`config.mk`:
```
export PLATFORM = sky130hd
export DESIGN_NAME = mcast_addr_filter
export DESIGN_NICKNAME = d
export VERILOG_FILES = /design/src/rtl/maf_pkg.sv /design/src/rtl/maf_addr_accum.sv /design/src/rtl/maf_hash_table.sv /design/src/rtl/maf_station_regs.sv /design/src/rtl/mcast_addr_filter.sv
export SDC_FILE = /design/constraint.sdc
export NUM_CORES = 2
export LEC_CHECK = 0
export ABC_AREA = 1
export BUFFER_PORTS_ARGS = -buffer_cell sky130_fd_sc_hd__buf_4
export CAP_MARGIN = 30
export CORE_ASPECT_RATIO = 0.5
export CORE_MARGIN = 10
export CORE_UTILIZATION = 55
export CTS_CLUSTER_SIZE = 12
export DETAILED_ROUTE_END_ITERATION = 10
export PLACE_DENSITY = 0.75
export SYNTH_ARGS = -nofsm -noshare
export SYNTH_HDL_FRONTEND = slang
export SYNTH_SLANG_ARGS = --single-unit
```
`constraint.sdc`:
```
create_clock -name clk -period 2.7 [get_ports clk]
set_input_delay 0.135 -clock clk [delete_from_list [all_inputs] [get_ports clk]]
set_output_delay 0.135 -clock clk [all_outputs]
set_load 0.1 [all_outputs]
```
`src/rtl/maf_pkg.sv`:
```
package maf_pkg;

    localparam int unsigned MAC_BYTES = 6;
    localparam int unsigned MAC_W     = 8 * MAC_BYTES;
    localparam logic [31:0] CRC_POLY  = 32'hEDB8_8320;
    localparam logic [31:0] CRC_SEED  = 32'hFFFF_FFFF;

    // One byte of a reflected CRC-32, least significant bit first.
    function automatic logic [31:0] crc_byte(input logic [31:0] c, input logic [7:0] b);
        logic [31:0] r;
        logic        fb;
        r = c;
        for (int j = 0; j < 8; j++) begin
            fb = r[0] ^ b[j];
            r  = r >> 1;
            if (fb) r = r ^ CRC_POLY;
        end
        return r;
    endfunction

    typedef struct packed {
        logic valid;
        logic accept;
    } verdict_t;

endpackage

```
`src/rtl/maf_addr_accum.sv`:
```
module maf_addr_accum
    import maf_pkg::*;
#(
    parameter int unsigned IDX_W = 9
) (
    input  logic             clk,
    input  logic             rst_n,
    input  logic             in_valid,
    input  logic             in_sof,
    input  logic [7:0]       in_byte,
    output logic             done_o,
    output logic [MAC_W-1:0] addr_o,
    output logic [IDX_W-1:0] idx_o
);
    localparam int unsigned CNT_W = $clog2(MAC_BYTES + 1);
    localparam logic [CNT_W-1:0] CNT_FULL = CNT_W'(MAC_BYTES);
    localparam logic [CNT_W-1:0] CNT_LAST = CNT_W'(MAC_BYTES - 1);

    typedef struct packed {
        logic [CNT_W-1:0] cnt;
        logic [31:0]      crc;
        logic [MAC_W-1:0] addr;
    } acc_t;

    acc_t acc_d, acc_q, base;

    always_comb begin
        base = acc_q;
        if (in_valid && in_sof) begin
            base.cnt  = '0;
            base.crc  = CRC_SEED;
            base.addr = '0;
        end
        acc_d  = base;
        done_o = 1'b0;
        if (in_valid && (base.cnt < CNT_FULL)) begin
            acc_d.crc = crc_byte(base.crc, in_byte);
            for (int k = 0; k < MAC_BYTES; k++) begin
                if (base.cnt == CNT_W'(k)) acc_d.addr[8*k +: 8] = in_byte;
            end
            acc_d.cnt = base.cnt + CNT_W'(1);
            done_o    = (base.cnt == CNT_LAST);
        end
        if (!in_valid) acc_d = acc_q;
        addr_o = acc_d.addr;
        // Top IDX_W bits of the bit-reversed CRC.
        for (int i = 0; i < IDX_W; i++) begin
            idx_o[i] = acc_d.crc[IDX_W-1-i];
        end
    end

    always_ff @(posedge clk or negedge rst_n) begin
        if (!rst_n) begin
            acc_q.cnt  <= CNT_FULL;
            acc_q.crc  <= CRC_SEED;
            acc_q.addr <= '0;
        end else begin
            acc_q <= acc_d;
        end
    end

endmodule

```
`src/rtl/maf_hash_table.sv`:
```
module maf_hash_table #(
    parameter int unsigned IDX_W = 9
) (
    input  logic             clk,
    input  logic             rst_n,
    input  logic             wr_en,
    input  logic [IDX_W-1:0] wr_idx,
    input  logic             wr_val,
    input  logic [IDX_W-1:0] rd_idx,
    output logic             rd_hit
);
    localparam int unsigned ENTRIES = 1 << IDX_W;

    logic [ENTRIES-1:0] tbl_d, tbl_q;

    always_comb begin
        tbl_d = tbl_q;
        if (wr_en) tbl_d[wr_idx] = wr_val;
        // Lookup sees the value held before any write in this cycle.
        rd_hit = tbl_q[rd_idx];
    end

    always_ff @(posedge clk or negedge rst_n) begin
        if (!rst_n) tbl_q <= '0;
        else        tbl_q <= tbl_d;
    end

endmodule

```
`src/rtl/maf_station_regs.sv`:
```
module maf_station_regs
    import maf_pkg::*;
(
    input  logic             clk,
    input  logic             rst_n,
    input  logic             lo_we,
    input  logic [31:0]      lo_data,
    input  logic             hi_we,
    input  logic [15:0]      hi_data,
    input  logic             prom_we,
    input  logic             prom_data,
    output logic [MAC_W-1:0] station_o,
    output logic             promisc_o
);
    typedef struct packed {
        logic [15:0] hi;
        logic [31:0] lo;
        logic        prom;
    } sta_t;

    sta_t sta_d, sta_q;

    always_comb begin
        sta_d = sta_q;
        if (lo_we)   sta_d.lo   = lo_data;
        if (hi_we)   sta_d.hi   = hi_data;
        if (prom_we) sta_d.prom = prom_data;
        station_o = {sta_q.hi, sta_q.lo};
        promisc_o = sta_q.prom;
    end

    always_ff @(posedge clk or negedge rst_n) begin
        if (!rst_n) sta_q <= '0;
        else        sta_q <= sta_d;
    end

endmodule

```
`src/rtl/mcast_addr_filter.sv`:
```
module mcast_addr_filter
    import maf_pkg::*;
#(
    parameter int unsigned HASH_IDX_W = 9
) (
    input  logic                  clk,
    input  logic                  rst_n,
    input  logic                  rx_valid,
    input  logic                  rx_sof,
    input  logic [7:0]            rx_byte,
    input  logic                  hash_wr_en,
    input  logic [HASH_IDX_W:0]   hash_wr_word,
    input  logic                  sta_lo_wr_en,
    input  logic [31:0]           sta_lo_data,
    input  logic                  sta_hi_wr_en,
    input  logic [15:0]           sta_hi_data,
    input  logic                  promisc_wr_en,
    input  logic                  promisc_data,
    output logic                  dec_valid,
    output logic                  dec_accept
);
    logic                  addr_done;
    logic [MAC_W-1:0]      addr_cur;
    logic [HASH_IDX_W-1:0] hash_idx;
    logic                  hash_hit;
    logic [MAC_W-1:0]      station;
    logic                  promisc;

    maf_addr_accum #(.IDX_W(HASH_IDX_W)) u_accum (
        .clk     (clk),
        .rst_n   (rst_n),
        .in_valid(rx_valid),
        .in_sof  (rx_sof),
        .in_byte (rx_byte),
        .done_o  (addr_done),
        .addr_o  (addr_cur),
        .idx_o   (hash_idx)
    );

    maf_hash_table #(.IDX_W(HASH_IDX_W)) u_table (
        .clk   (clk),
        .rst_n (rst_n),
        .wr_en (hash_wr_en),
        .wr_idx(hash_wr_word[HASH_IDX_W-1:0]),
        .wr_val(hash_wr_word[HASH_IDX_W]),
        .rd_idx(hash_idx),
        .rd_hit(hash_hit)
    );

    maf_station_regs u_sta (
        .clk      (clk),
        .rst_n    (rst_n),
        .lo_we    (sta_lo_wr_en),
        .lo_data  (sta_lo_data),
        .hi_we    (sta_hi_wr_en),
        .hi_data  (sta_hi_data),
        .prom_we  (promisc_wr_en),
        .prom_data(promisc_data),
        .station_o(station),
        .promisc_o(promisc)
    );

    verdict_t vd_d, vd_q;
    logic is_bcast, is_group, sta_match;

    always_comb begin
        is_bcast  = &addr_cur;
        is_group  = addr_cur[0];
        sta_match = (addr_cur == station);
        vd_d.valid  = addr_done;
        vd_d.accept = addr_done &&
                      (promisc || is_bcast || (is_group ? hash_hit : sta_match));
    end

    always_ff @(posedge clk or negedge rst_n) begin
        if (!rst_n) vd_q <= '0;
        else        vd_q <= vd_d;
    end

    assign dec_valid  = vd_q.valid;
    assign dec_accept = vd_q.accept;

endmodule

```
* After elaboration in Yosys (flattened, before gate mapping)
Cells that the tools add are included.
** Word-level totals
- Input bits :: 75
- Output and inout bits :: 2
- Register bits :: 646
- Word-level logic and storage cells :: 76
** Cells by class
- Add/sub/neg operators :: 1
- Reduce and logical (&&, ||, !) cells :: 8
- Bitwise logic cells :: 16
- Mux-type cells :: 31
- Equal/unequal tests :: 6
- $lt $le $gt $ge :: 4
** Operators with widths (number)
- 512-bit bitwise mux :: 1
- 32-bit 2-to-1 mux :: 15
- 83-bit 2-to-1 mux :: 2
- 13-bit inverter with 14-bit output :: 8
- 57-bit 2-to-1 mux :: 1
- 48-bit equality test :: 1
- 8-bit 2-to-1 mux :: 6
- 48-bit AND reduction :: 1
- 9-bit by 10-bit < comparator with 1-bit output (second input constant) :: 2
- 1-bit binary-select mux with 9-bit select :: 1
- 1-bit demux with 9-bit select :: 1
- 9-bit by 1-bit >= comparator with 1-bit output (second input constant) :: 1
- 1-bit XOR :: 8
- 3-bit by 2-bit equality test with 1-bit output (second input constant) :: 2
- 3-bit equality test (second input constant) :: 2
- 1-bit logical AND :: 4
- 1-bit 2-to-1 mux :: 4
- 3-bit by 1-bit adder with 3-bit output (second input constant) :: 1
- 3-bit by 1-bit equality test with 1-bit output (second input constant) :: 1
- 3-bit logical NOT :: 1
- 3-bit < comparator (second input constant) :: 1
- 1-bit logical OR :: 2

* Logic depth before layout (Yosys ltp)
- Depth after elaboration :: 32
- Gate-level depth with buffers :: 26
- Gate-level depth less buffers :: 24

* Hierarchy
From an unflattened synthesis, not the netlist that was laid out.
** Second synthesis, totals
- Cell total of the unflattened synthesis :: 4251
- Area total of the unflattened synthesis :: 34110.2 µm²
** Modules (own cells, without submodules)
- maf_hash_table :: times used 1, cells an instance 3165, seq. area each 12812.3 µm², area each 26212.6 µm²
- maf_addr_accum :: times used 1, cells an instance 588, seq. area each 2119.5 µm², area each 4734.5 µm²
- maf_station_regs :: times used 1, cells an instance 209, seq. area each 1226.2 µm², area each 1941.9 µm²
- mcast_addr_filter :: times used 1, cells an instance 289, seq. area each 50.0 µm², area each 1221.2 µm²

* Least setup slack after synthesis
Ideal clock, no wire load.
- Kind :: register -> register
- From :: reg u_accum.acc_q[48] in the netlist's numbering
- To :: reg vd_q (netlist bit dec_accept)
- Path slack :: 13 ps
- Path buffers :: 2
- Stages on the path, launching flop included :: 24
- Data required time :: 2574 ps
- Clock period less this slack :: 2687 ps
- Data arrival time :: 2561 ps
- Library setup time :: 126 ps
- Cells stage by stage :: dfstp_2 -> inv_1 -> nand2_1 -> nand2_1 -> nand2_1 -> nand2_1 -> nand2_4 -> nand2_1 -> nand3_1 -> nand3_2 -> nand2_2 -> buf_2 -> buf_4 -> nand2_1 -> nand3_1 -> nand3_1 -> nand3_1 -> nand3_1 -> nand3_1 -> nand3_1 -> nand3_1 -> nand3_1 -> nand3_1 -> a21oi_1
** RTL lines
- start, declared :: line maf_addr_accum.sv:25 : acc_t acc_d, acc_q, base;
- end signal, assigned :: line mcast_addr_filter.sv:77 : else vd_q <= vd_d;
- end, declared :: line mcast_addr_filter.sv:63 : verdict_t vd_d, vd_q;

==> flow_metrics.tcl <==
set metrics [dict create \
    yosysUniqueCellTypes 48 \
    ys_ff_latch 646 \
    wl_per_cell_um 20.96 \
    drt-pass1-iter-count 7 \
    num_rows 64 \
    muxShareOfSynthArea 0.04001 \
    final-max-slew-violation-count 0 \
    power.leakage_nw 21.05 \
    synthArstFlopShare 1.000 \
    violations "negative setup slack" \
    worstSetupPathType "register to register" \
    ios 77 \
    synthFlopType "dfrtp_1" \
    num-nets-final 4654 \
    synth_top_family_by_area "simple AND/OR/NAND/NOR gates" \
    r2r_slack_ns -0.55 \
    final.setup.worst_slack_ns -0.5460 \
    grt_pass1_vias 31370 \
    die_h_um 196.7 \
    final_layout_size_suffix_gt1_frac 0.1617 \
    cts_root_buf "clkbuf_16" \
    slew_headroom 0.3765 \
    mappedNetlistArea_um2 34330 \
    tritoncts "yes" \
    layout_commonest_cell "nand2_1" \
    drt_iter0_markers 4064 \
    die_area_um2 73420 \
    total_power_mw 41.03 \
    synth_top_area_frac 0.4461 \
    synth-edff-count 0 \
    power.density_nw_per_um2 974.1 \
    portBuffers 76 \
    cts.htree.levels 2 \
    clk_pin_slew_ns 0.07 \
    fp.dieW_um 373.3 \
    crit_arrival_ns 3.82 \
    drv_cap 0 \
    startpoint_type "register" \
    min_from "sta_lo_wr_en" \
    cp_slowest_cell "dfstp_2" \
    r2r-start "u_accum.acc_q[48]$_DFF_PN1_" \
    gp_congestion 0.9014 \
    worst_pin_slew_ns 0.9352 \
    finalCritPeriodShare 1.202 \
    multiInputGateArea_um2 15120 \
    yosys-top-cells-area "dfrtp_1 45%, nand2_1 9.8%, inv_1 6.8%" \
    grt_max_degree 163 \
    coreArea_um2 61420 \
    numCtsBuffers 61 \
    r2r-end "dec_accept$_DFF_PN0_" \
    endpoint_kind "register" \
    synthSimpleGateAreaFrac 0.1961 \
    remaining_drc_errors 0 \
    vias 32470 \
    fin_crit_ns 3.246 \
    grt_use_total 0.2948 \
    clockBufferDepth 3 \
    syn2layout_area_growth_pct 22.68 \
    final_cell_mix "881 x nand2_1, 617 x inv_1, 612 x dfrtp_1, 350 x buf_4, 336 x nand3_1" \
    outcome "finished, violations left" \
    avgSynthCellArea_um2 7.990 \
    via_per_inst 5.984 \
    ff2ff_path_depth 26 \
    initial_core_util 0.5590 \
    crit_required_ns 3.27 \
    wirelength_um 113700 \
    synth_area_leader_cell "dfrtp_1" \
    fill_cells 4554 \
    hold_path_depth 3 \
    cts_num_sinks 646 \
    synth_xor_area_frac 0.02183 \
    syn_inst 4297 \
    antenna_found_initial 0 \
    max_stage_delay_ns 0.52 \
    synth-compound-area-share 0.1567 \
    grt_first_pass_wirelength_um 175300 \
    hp-class "input port to register" \
    cp_max_fo 7 \
    rsz0062_at_grt "yes" \
    fin_hold_ws_ns 0.01720 \
    seqCellArea_um2 16210 \
    setup_viol_count_final 1 \
    peakVddDrop_mv 0.7324 \
    hold_end "u_sta.station_o[8]$_DFFE_PN0P_" \
    finalClockSkew_ns 0.02180 \
    yosysWarnings 0 \
    syn_nets 4377 \
    clock_latency_ns 0.67 \
    grt_overflow 0 \
    fin_util 0.6858 \
    synth-seq-area-share 0.4721 \
    dp_hpwl_um 64820 \
    fmax_ghz 0.3081 \
    ant_nets 0 \
    synth_adder_area_share 0.001822 \
    hold_viol 0 \
]
## logic make-up (layout without fill, tap and decap cells)
family / count (synthesis) / in the layout
AND/OR/NAND/NOR: 1531 / 1532
buffers and inverters: 968 / 1270
AO/OA/AOI/OAI: 934 / 934
flip-flops: 646 / 646
multiplexers: 136 / 136
XOR/XNOR: 77 / 77
adder cells (fa/ha/maj): 5 / 5
other: 0 / 1
## worst max-delay path by stage
| stage | end | start | cells past startpoint |
|---|---|---|---|
| 2_1_floorplan | dec_accept$_DFF_PN0_ | u_accum.acc_q[48]$_DFF_PN1_ | 23 |
| 5_1_grt | dec_accept$_DFF_PN0_ | u_accum.acc_q[49]$_DFF_PN1_ | 26 |
| 4_1_cts | dec_accept$_DFF_PN0_ | u_accum.acc_q[49]$_DFF_PN1_ | 26 |
| 3_3_place_gp | dec_accept$_DFF_PN0_ | rx_sof | 19 |
| 6_report | dec_accept$_DFF_PN0_ | u_accum.acc_q[48]$_DFF_PN1_ | 26 |
| 3_5_place_dp | dec_accept$_DFF_PN0_ | rx_sof | 19 |
## state kept, by name, indices dropped and copies added, names as in the netlist
name,cells
u_table.tbl_q,512
dec_accept,1
u_accum.acc_q,83
u_sta.promisc_o,1
u_sta.station_o,48
dec_valid,1
## metrics by stage
stage	worst slack [ns]	instances	TNS (ns)	instance area [um^2]
after floorplan	0.01296	4297	0	34330
after global placement	-0.7187	5195	-0.7187	38000
after detailed placement	-0.7423	5195	-0.7423	38000
after CTS	-0.3755	5408	-0.3755	41590
after global routing	-0.6744	5425	-0.6744	42120
final	-0.5460	5426	-0.5460	42120
## power by group
group / total, mW / internal [mW] / switching, mW / leakage, nW
clock network: 8.09 / 4.29 / 3.80 / 0.843
registers: 11.0 / 10.7 / 0.357 / 8.14
logic: 21.9 / 9.18 / 12.7 / 12.1
total: 41.0 / 24.1 / 16.9 / 21.0
## cell usage after synthesis, types with 2 or more instances
cell type / count
nor2_1: 89
xor2_2: 2
o21a_1: 6
nor3_1: 11
xor2_4: 2
a31oi_1: 263
or2_2: 17
a21oi_1: 281
mux2i_1: 126
a22oi_1: 30
inv_2: 8
buf_4: 22
xnor2_2: 3
dfrtp_1: 612
nand2_2: 7
o2111ai_1: 4
nor4_1: 7
buf_6: 3
o21ai_0: 220
nand3b_1: 84
xor2_1: 58
nand4_1: 14
mux2_2: 10
o21ai_1: 21
buf_2: 67
xnor2_1: 12
dfstp_2: 34
buf_1: 19
o211ai_1: 90
nand2_1: 899
ha_1: 5
clkbuf_1: 223
o22ai_1: 13
inv_1: 624
nand3_1: 395
nand2_4: 4
## routing by layer
layer / up-vias / global-route usage / wire [um]
met1: 15590 / 0.3886 / 44520
met2: 1833 / 0.4703 / 51410
li1: 14680 / - / -
met4: 0 / 0.1264 / 5014
met5: - / 0 / 0
met3: 362 / 0.06350 / 12770
## worst max-delay path, delay by kind of cell, from the launching register on
family                 cells  cell delay, ns
AO/OA/AOI/OAI              1            0.13
flip-flops                 1            0.52
buffers and inverters      6            0.70
AND/OR/NAND/NOR           19            1.80
## final cells by class
cell class | instances | area share
tap | 825 | 0.02451
clock inverter | 3 | 0.001069
sequential | 646 | 0.3848
clock buffer | 86 | 0.04016
antenna | 1 | 0.00005941
multi-input combinational | 2684 | 0.3591
inverter | 634 | 0.05715
timing repair buffer | 547 | 0.1332
## what timing repair did
action	in CTS	in global routing
hold buffers	95	0
buffers inserted	21	12
gates resized for setup	114	63
setup endpoints to repair	1	3
endpoints found under the hold margin	342	0
cloned	8	6
pin swaps	33	33
Power figures use the tool's default switching activity.
